**src/rtl/ctr_pkg.sv**
```systemverilog
package ctr_pkg;
  typedef enum logic [1:0] {
    OP_HOLD = 2'd0,
    OP_LOAD = 2'd1,
    OP_INC  = 2'd2
  } ctr_op_e;
endpackage

```
**src/rtl/ctr_op_decode.sv**
```systemverilog
module ctr_op_decode
  import ctr_pkg::*;
(
  input  logic    load_n,
  input  logic    en_par,
  input  logic    en_chain,
  output ctr_op_e op
);
  // load outranks both enables
  always_comb begin
    if (!load_n)                 op = OP_LOAD;
    else if (en_par && en_chain) op = OP_INC;
    else                         op = OP_HOLD;
  end
endmodule

```
**src/rtl/ctr_next_sel.sv**
```systemverilog
module ctr_next_sel
  import ctr_pkg::*;
#(
  parameter int W = 4
) (
  input  ctr_op_e      op,
  input  logic [W-1:0] cur,
  input  logic [W-1:0] preset,
  output logic [W-1:0] nxt
);
  localparam logic [W-1:0] ONE = W'(1);

  always_comb begin
    unique case (op)
      OP_LOAD: nxt = preset;
      OP_INC:  nxt = cur + ONE;
      default: nxt = cur;
    endcase
  end
endmodule

```
**src/rtl/ctr_state_reg.sv**
```systemverilog
module ctr_state_reg #(
  parameter int W = 4
) (
  input  logic         clk,
  input  logic         clr_n,
  input  logic [W-1:0] d,
  output logic [W-1:0] q
);
  always_ff @(posedge clk or negedge clr_n) begin
    if (!clr_n) q <= '0;
    else        q <= d;
  end

  // clear holds the state at zero, sampled mid-cycle
  assert_clear_zero_R1: assert property (@(negedge clk)
    !clr_n |-> (q == '0));
endmodule

```
**src/rtl/ctr_carry_gate.sv**
```systemverilog
module ctr_carry_gate #(
  parameter int W = 4
) (
  input  logic [W-1:0] cur,
  input  logic         en_chain,
  output logic         carry
);
  logic [W:0] chain;
  assign chain[0] = en_chain;
  for (genvar i = 0; i < W; i++) begin : g_and
    assign chain[i+1] = chain[i] & cur[i];
  end
  assign carry = chain[W];
endmodule

```
**src/rtl/ctr_preset_bin.sv**
```systemverilog
module ctr_preset_bin
  import ctr_pkg::*;
#(
  parameter int W = 4
) (
  input  logic         clk,
  input  logic         clr_n,
  input  logic         load_n,
  input  logic         en_par,
  input  logic         en_chain,
  input  logic [W-1:0] preset_val,
  output logic [W-1:0] count_q,
  output logic         carry_o
);
  localparam logic [W-1:0] TOP = '1;

  ctr_op_e      op;
  logic [W-1:0] nxt;

  ctr_op_decode u_dec (
    .load_n(load_n), .en_par(en_par), .en_chain(en_chain), .op(op)
  );

  ctr_next_sel #(.W(W)) u_sel (
    .op(op), .cur(count_q), .preset(preset_val), .nxt(nxt)
  );

  ctr_state_reg #(.W(W)) u_reg (
    .clk(clk), .clr_n(clr_n), .d(nxt), .q(count_q)
  );

  ctr_carry_gate #(.W(W)) u_cy (
    .cur(count_q), .en_chain(en_chain), .carry(carry_o)
  );

  assert_load_copy_R2: assert property (@(posedge clk) disable iff (!clr_n)
    !load_n |=> (count_q == $past(preset_val)));

  assert_count_step_R4: assert property (@(posedge clk) disable iff (!clr_n)
    (load_n && en_par && en_chain) |=> (count_q == $past(count_q) + W'(1)));

  assert_hold_R5: assert property (@(posedge clk) disable iff (!clr_n)
    (load_n && !(en_par && en_chain)) |=> $stable(count_q));

  assert_carry_terminal_R6: assert property (@(negedge clk) disable iff (!clr_n)
    carry_o |-> (en_chain && count_q == TOP));

  assert_wrap_zero_R7: assert property (@(posedge clk) disable iff (!clr_n)
    (load_n && en_par && en_chain && count_q == TOP) |=> (count_q == '0));
endmodule

```
**config.mk**
```make
export PLATFORM = sky130hd
export DESIGN_NAME = ctr_preset_bin
export DESIGN_NICKNAME = d
export VERILOG_FILES = /design/src/rtl/ctr_pkg.sv /design/src/rtl/ctr_op_decode.sv /design/src/rtl/ctr_next_sel.sv /design/src/rtl/ctr_state_reg.sv /design/src/rtl/ctr_carry_gate.sv /design/src/rtl/ctr_preset_bin.sv
export SDC_FILE = /design/constraint.sdc
export NUM_CORES = 1
export LEC_CHECK = 0
export BUFFER_PORTS_ARGS = -buffer_cell sky130_fd_sc_hd__buf_4
export CELL_PAD_IN_SITES_DETAIL_PLACEMENT = 1
export CELL_PAD_IN_SITES_GLOBAL_PLACEMENT = 2
export CORE_AREA = 8 8 45 47
export CTS_CLUSTER_DIAMETER = 100
export DETAILED_ROUTE_END_ITERATION = 8
export DIE_AREA = 0 0 53 55
export GPL_TIMING_DRIVEN = 0
export MAX_ROUTING_LAYER = met4
export PLACE_DENSITY_LB_ADDON = 0.1
export SYNTH_ARGS = -nofsm -noshare
export SYNTH_HDL_FRONTEND = slang
export SYNTH_HIERARCHICAL = 1
export SYNTH_SLANG_ARGS = --single-unit
```
**constraint.sdc**
```tcl
create_clock -name clk -period 3.2 [get_ports clk]
set_input_delay 0.48 -clock clk [delete_from_list [all_inputs] [get_ports clk]]
set_output_delay 0.48 -clock clk [all_outputs]
set_load 0.05 [all_outputs]
```
==> results of run 1 <==
==> worst paths after layout <==
path | start | endpoint | slack, ps | depth (start not counted)
worst min register to register | u_reg/q[1] | u_reg/q[1] | 600 | 2
worst min-delay path | clr_n | u_reg/q[1] | 40 | 1
min in group clk | preset_val[0] | u_reg/q[0] | 560 | 3
worst max-delay path | en_par | u_reg/q[2] | 1490 | 7
max in group asynchronous | clr_n | u_reg/q[2] | 3060 | 1
worst max register to register | u_reg/q[1] | u_reg/q[2] | 1820 | 3
==> critical path: stages <==
cell and delay [ps]:
buf_4 110, and3_1 190, ha_1 290, buf_6 130, nor2_1 40, mux2_2 260
a221o_2 330
==> layout by cell type, fill, tap and decap left out <==
cell type | netlist | routed
ha_1 | 3 | 3
clkbuf_4 | 0 | 3
nand3_1 | 2 | 2
nand2_1 | 4 | 4
a22oi_1 | 1 | 1
and3_1 | 1 | 1
inv_1 | 4 | 4
a221o_2 | 1 | 1
buf_4 | 0 | 13
mux2_1 | 1 | 1
o21ai_0 | 1 | 1
nor2_1 | 5 | 5
mux2_2 | 1 | 1
a21oi_1 | 1 | 1
dfrtp_1 | 4 | 4
a221oi_1 | 1 | 1
a221o_1 | 1 | 1
buf_6 | 1 | 1
==> cell usage after synthesis <==
master / instances
a21oi_1: 1
buf_6: 1
nor2_1: 5
a221oi_1: 1
and3_1: 1
a221o_2: 1
inv_1: 4
ha_1: 3
a22oi_1: 1
nand2_1: 4
dfrtp_1: 4
a221o_1: 1
nand3_1: 2
mux2_2: 1
o21ai_0: 1
mux2_1: 1
==> cell families (layout without fill, tap and decap cells) <==
group | after synthesis | after routing | synth area share (%)
compound gates | 6 | 6 | 16.7
fa+ha+maj | 3 | 3 | 13.2
buf+inv | 5 | 21 | 9.25
flops | 4 | 4 | 35.2
mux | 2 | 2 | 7.93
simple gates | 12 | 12 | 17.6
==> report_power, final <==
group	total [mW]	switching (mW)	internal, mW
logic	0.0711	0.0418	0.0293
registers	0.0672	0.00977	0.0574
clock network	0.0609	0.0190	0.0418
==> area by class of cell <==
cell class	instances	area, sq um	share of cell area, %
inverter	4	15.0	3.54
timing repair buffer	13	97.6	23.0
buffer	1	11.3	2.65
clock buffer	3	22.5	5.31
multi-input combinational	23	158	37.2
sequential	4	100	23.6
tap	16	20.0	4.72
==> layer usage <==
layer / global-route usage (%) / vias to the layer above
met5: - / -
met4: 6.47 / 0
met3: 1.87 / 0
met2: 8.98 / 10
met1: 6.74 / 126
li1: - / 144
==> per-stage QoR <==
stage | hold slack [ps] | std cells | worst slack, ps | util [%] | area, sq um
5_1_grt | 31.6 | 64 | 1420 | 30.7 | 424
3_3_place_gp | 276 | 61 | 1280 | 29.0 | 402
2_1_floorplan | 184 | 32 | 1250 | - | 284
4_1_cts | 28.8 | 64 | 1490 | 30.7 | 424
6_report | 35.8 | 64 | 1490 | 30.7 | 424
3_5_place_dp | 278 | 61 | 1240 | 29.0 | 402
==> results_dict.tcl, run 1 <==
set metrics [dict create \
    outcome "finished, final reports clean" \
    finClkSkew_ps 2.02 \
    antenna_found_initial 0 \
    drt_iter0_drc 0 \
    synth.distinct_cells 16 \
    clock.fmax_ghz 0.584 \
    yosysTopAreaCell "dfrtp_1" \
    vias_per_cell 4.38 \
    p_leak_nw 0.220 \
    met1_length_um 323 \
    hold_path.class "in -> async" \
    largestRegisters "u_reg/q (4)" \
    largest_reg_flops 4 \
    slew_headroom_pct 84.6 \
    grt_max_degree 11 \
    p_total_uw 199 \
    antennaDiodeCount 0 \
    die_y_um 55 \
    root_buffer "clkbuf_4" \
    cts_tree "done" \
    crit_arrival_ps 1820 \
    grt_pass1_vias 311 \
    path_max_fanout 10 \
    maxSlewViolCount 0 \
    min_period_ps 1710 \
    drt-pass1-iter-count 1 \
    netlist_instances 32 \
    io_pins 14 \
    drive_gt1_share_pct 39.6 \
    finalHoldViolCount 0 \
    setup-tns-final_ps 0 \
    finalCritPeriodShare_pct 53.5 \
    grt_overflow 0 \
    max-cap-violations 0 \
    rsz0062_at_grt "no" \
    cts_buffer_depth 2 \
    syn-num-nets 44 \
    port_buffers 13 \
    required_ps 3310 \
    fp-row-count 14 \
    netlist.area_leader.share_pct 35.2 \
    wl_met3_um 66 \
    dp_hpwl_um 672 \
    wl_per_cell_um 12.1 \
    grtUsageTotal_pct 6.32 \
    wl_met2_um 385 \
    chipWidth_um 53 \
    clk_latency_ps 230 \
    avgSynthCellArea_sq_um 8.88 \
    fillers 179 \
    clkSinkCount 4 \
    area.growth.synth_to_final_pct 49.3 \
    vdd_drop_max_mv 0.104 \
    gp_congestion 0.684 \
    ys_warn_count 6 \
    crit_type "in -> reg" \
    tightest_slew_ps 231 \
    cp-start-kind "input port" \
    cts_buffers 3 \
    die_area_sq_mm 0.00292 \
    core-area_sq_mm 0.00138 \
    synth-seq-cells 4 \
    critPathCaptureType "flip-flop" \
    setup_violations 0 \
    antenna_left 0 \
    htree_levels 1 \
    drt-total-wl_um 776 \
    detailroute.via_count 280 \
    syn-cell-area_sq_um 284 \
    cts_hold_buf 0 \
    start_util_pct 20.5 \
    cts_setup_buffers 0 \
    top_register "u_reg/q" \
    seq_area_frac_synth_pct 35.2 \
    top_layer_used "met3" \
    yosys-top-cells-area "dfrtp_1 (35%), ha_1 (13%), nor2_1 (6.6%)" \
    nets 62 \
    drc 0 \
    path_clk_slew_ps 40 \
    grt_pass1_wl_mm 1.27 \
    cts_resized 0 \
    power.density_mw_per_mm2 470 \
]
Note: power is estimated with default switching activity, not from simulation.
==> inputs of run 2 (changes only) <==
CORE_AREA = default   (was 8 8 45 47)
CORE_MARGIN = 8   (was default)
CORE_UTILIZATION = 19   (was default)
DIE_AREA = default   (was 0 0 53 55)
clock period = 1.4 ns   (was 3.2 ns; I/O delays follow)
==> run 2 against run 1 <==
Effect of this change:
- sequential cell count did not move
- critical endpoint unchanged
- die area rose by 2.5%
- largest power group unchanged
- critical path type is now reg -> reg
- worst hold slack improved by 240 ps
==> results_dict.tcl, run 2 (same netlist as run 1, synthesis figures left out) <==
set metrics [dict create \
    outcome "finished, final reports clean" \
    finClkSkew_ps 6.76 \
    antennaDiodeCount 0 \
    drt-pass1-iter-count 4 \
    fillers 177 \
    critPathCaptureType "flip-flop" \
    htree_levels 1 \
    required_ps 1530 \
    vdd_drop_max_mv 0.234 \
    largest_reg_flops 4 \
    root_buffer "clkbuf_4" \
    rsz0062_at_grt "no" \
    maxSlewViolCount 0 \
    drc 0 \
    setup_violations 0 \
    finalCritPeriodShare_pct 97.2 \
    vias_per_cell 4.60 \
    grtUsageTotal_pct 7.04 \
    cts_resized 0 \
    crit_type "reg -> reg" \
    path_clk_slew_ps 40 \
    port_buffers 13 \
    area.growth.synth_to_final_pct 65.6 \
    final_cell_mix "buf_4 (13), nand2_1 (4), inv_1 (4), nor2_1 (4)" \
    placed_cell_area_sq_um 445 \
    core-area_sq_mm 0.00145 \
    grt_pass1_vias 317 \
    path_max_fanout 5 \
    crit_buf_inv 0 \
    drt-total-wl_um 868 \
    drt_iter0_drc 2 \
    cp_top_family "flip-flops" \
    min_period_ps 1360 \
    start_util_pct 19.5 \
    slowest_stage "dfrtp_2" \
    nets 62 \
    use_met3_pct 3.80 \
    power.density_mw_per_mm2 1070 \
    clock.fmax_ghz 0.735 \
    cts_buffer_depth 2 \
    top_register "u_reg/q" \
    largestRegisters "u_reg/q (4)" \
    grtUsageMet1_pct 6.33 \
    die_area_sq_mm 0.00299 \
    detailroute.via_count 299 \
    clk_latency_ps 250 \
    stdcell_area_sq_um 470 \
    fp-row-count 14 \
    tightest_slew_ps 233 \
    cp_cell_sequence "ha_4, mux2_4, a221o_2" \
    cp-start-kind "flip-flop" \
    wl_per_cell_um 13.4 \
    p_leak_nw 0.219 \
    chipWidth_um 54.7 \
    hold_path.class "in -> reg" \
    antenna_left 0 \
    dp_hpwl_um 703 \
    slew_headroom_pct 84.5 \
    drive_gt1_share_pct 53.1 \
    setup-tns-final_ps 0 \
    finalHoldViolCount 0 \
    crit_arrival_ps 1490 \
    grt_pass1_wl_mm 1.35 \
    final_common_cell "buf_4" \
    use_met2_pct 10.0 \
    cts_setup_buffers 0 \
    io_pins 14 \
    antenna_found_initial 0 \
    clkSinkCount 4 \
    cts_buffers 3 \
    top_usage_layer "met2" \
    slowest_delay_ps 450 \
    max-cap-violations 0 \
    die_y_um 54.7 \
    grt_overflow 0 \
    gp_congestion 0.659 \
    grt_max_degree 11 \
    final_util_pct 32.4 \
    cts_tree "done" \
]
-- run 2: cell count changes in the layout (fill, tap and decap cells not counted), moves of 2 or more --
cell,delta
dfrtp_1,-3
dfrtp_2,+3
ha_1,-2
ha_4,+2
mux2_4,+2
-- run 2: where the power goes --
group	switching, mW	internal [mW]	leakage (nW)
Combinational	0.100	0.0801	0.157
Sequential	0.0263	0.134	0.0472
Clock	0.0573	0.108	0.0150
Total	0.184	0.321	0.219
-- run 2: final timing paths --
kind	cells past startpoint	slack (ps)	start	to
max	3	40	u_reg/q[1]	u_reg/q[2]
min	3	280	preset_val[0]	u_reg/q[0]
max reg2reg	3	40	u_reg/q[1]	u_reg/q[2]
min reg2reg	1	600	u_reg/q[2]	u_reg/q[2]
max in group asynchronous	2	990	clr_n	u_reg/q[0]
min in group asynchronous	2	290	clr_n	u_reg/q[2]
-- run 2: area by class of cell --
| type | instances | area [sq um] | share of cell area, % |
|---|---|---|---|
| repair buffers | 14 | 108 | 22.9 |
| clock buffers | 4 | 26.3 | 5.59 |
| inverters | 4 | 15.0 | 3.19 |
| flip-flops and latches | 4 | 104 | 22.1 |
| well taps | 16 | 20.0 | 4.26 |
| multi-input cells | 23 | 198 | 42.0 |
-- run 2: timing repair --
action	CTS	global route
endpoints found under the setup margin	0	2
endpoints found under the hold margin	4	0
hold buffers	1	0
-- run 2: metal layers --
layer / part of all wire (%) / vias up / wire length (um)
met5: 0 / - / 0
met4: 3.8 / 0 / 33
met3: 12 / 4 / 102
met2: 44 / 12 / 381
met1: 40 / 138 / 350
li1: - / 145 / -
-- run 2: per-stage QoR --
| stage | hold WS (ps) | setup WS (ps) | total power, mW | std cells |
|---|---|---|---|---|
| floorplan | -85.6 | -79.2 | 0.278 | 32 |
| global placement | 6.63 | -215 | 0.338 | 61 |
| detailed placement | 8.86 | -228 | 0.345 | 61 |
| CTS | 272 | 37.4 | 0.521 | 66 |
| global route | 301 | 14.6 | 0.538 | 65 |
| finish | 280 | 39.9 | 0.505 | 65 |
-- run 2: worst reg2reg max path: cells and delay by family, from the launching register on --
family                     cells  cell delay (ps)
muxes                          1              290
AOI/OAI and AO/OA              1              330
DFF                            1              450
adders and majority gates      1              170
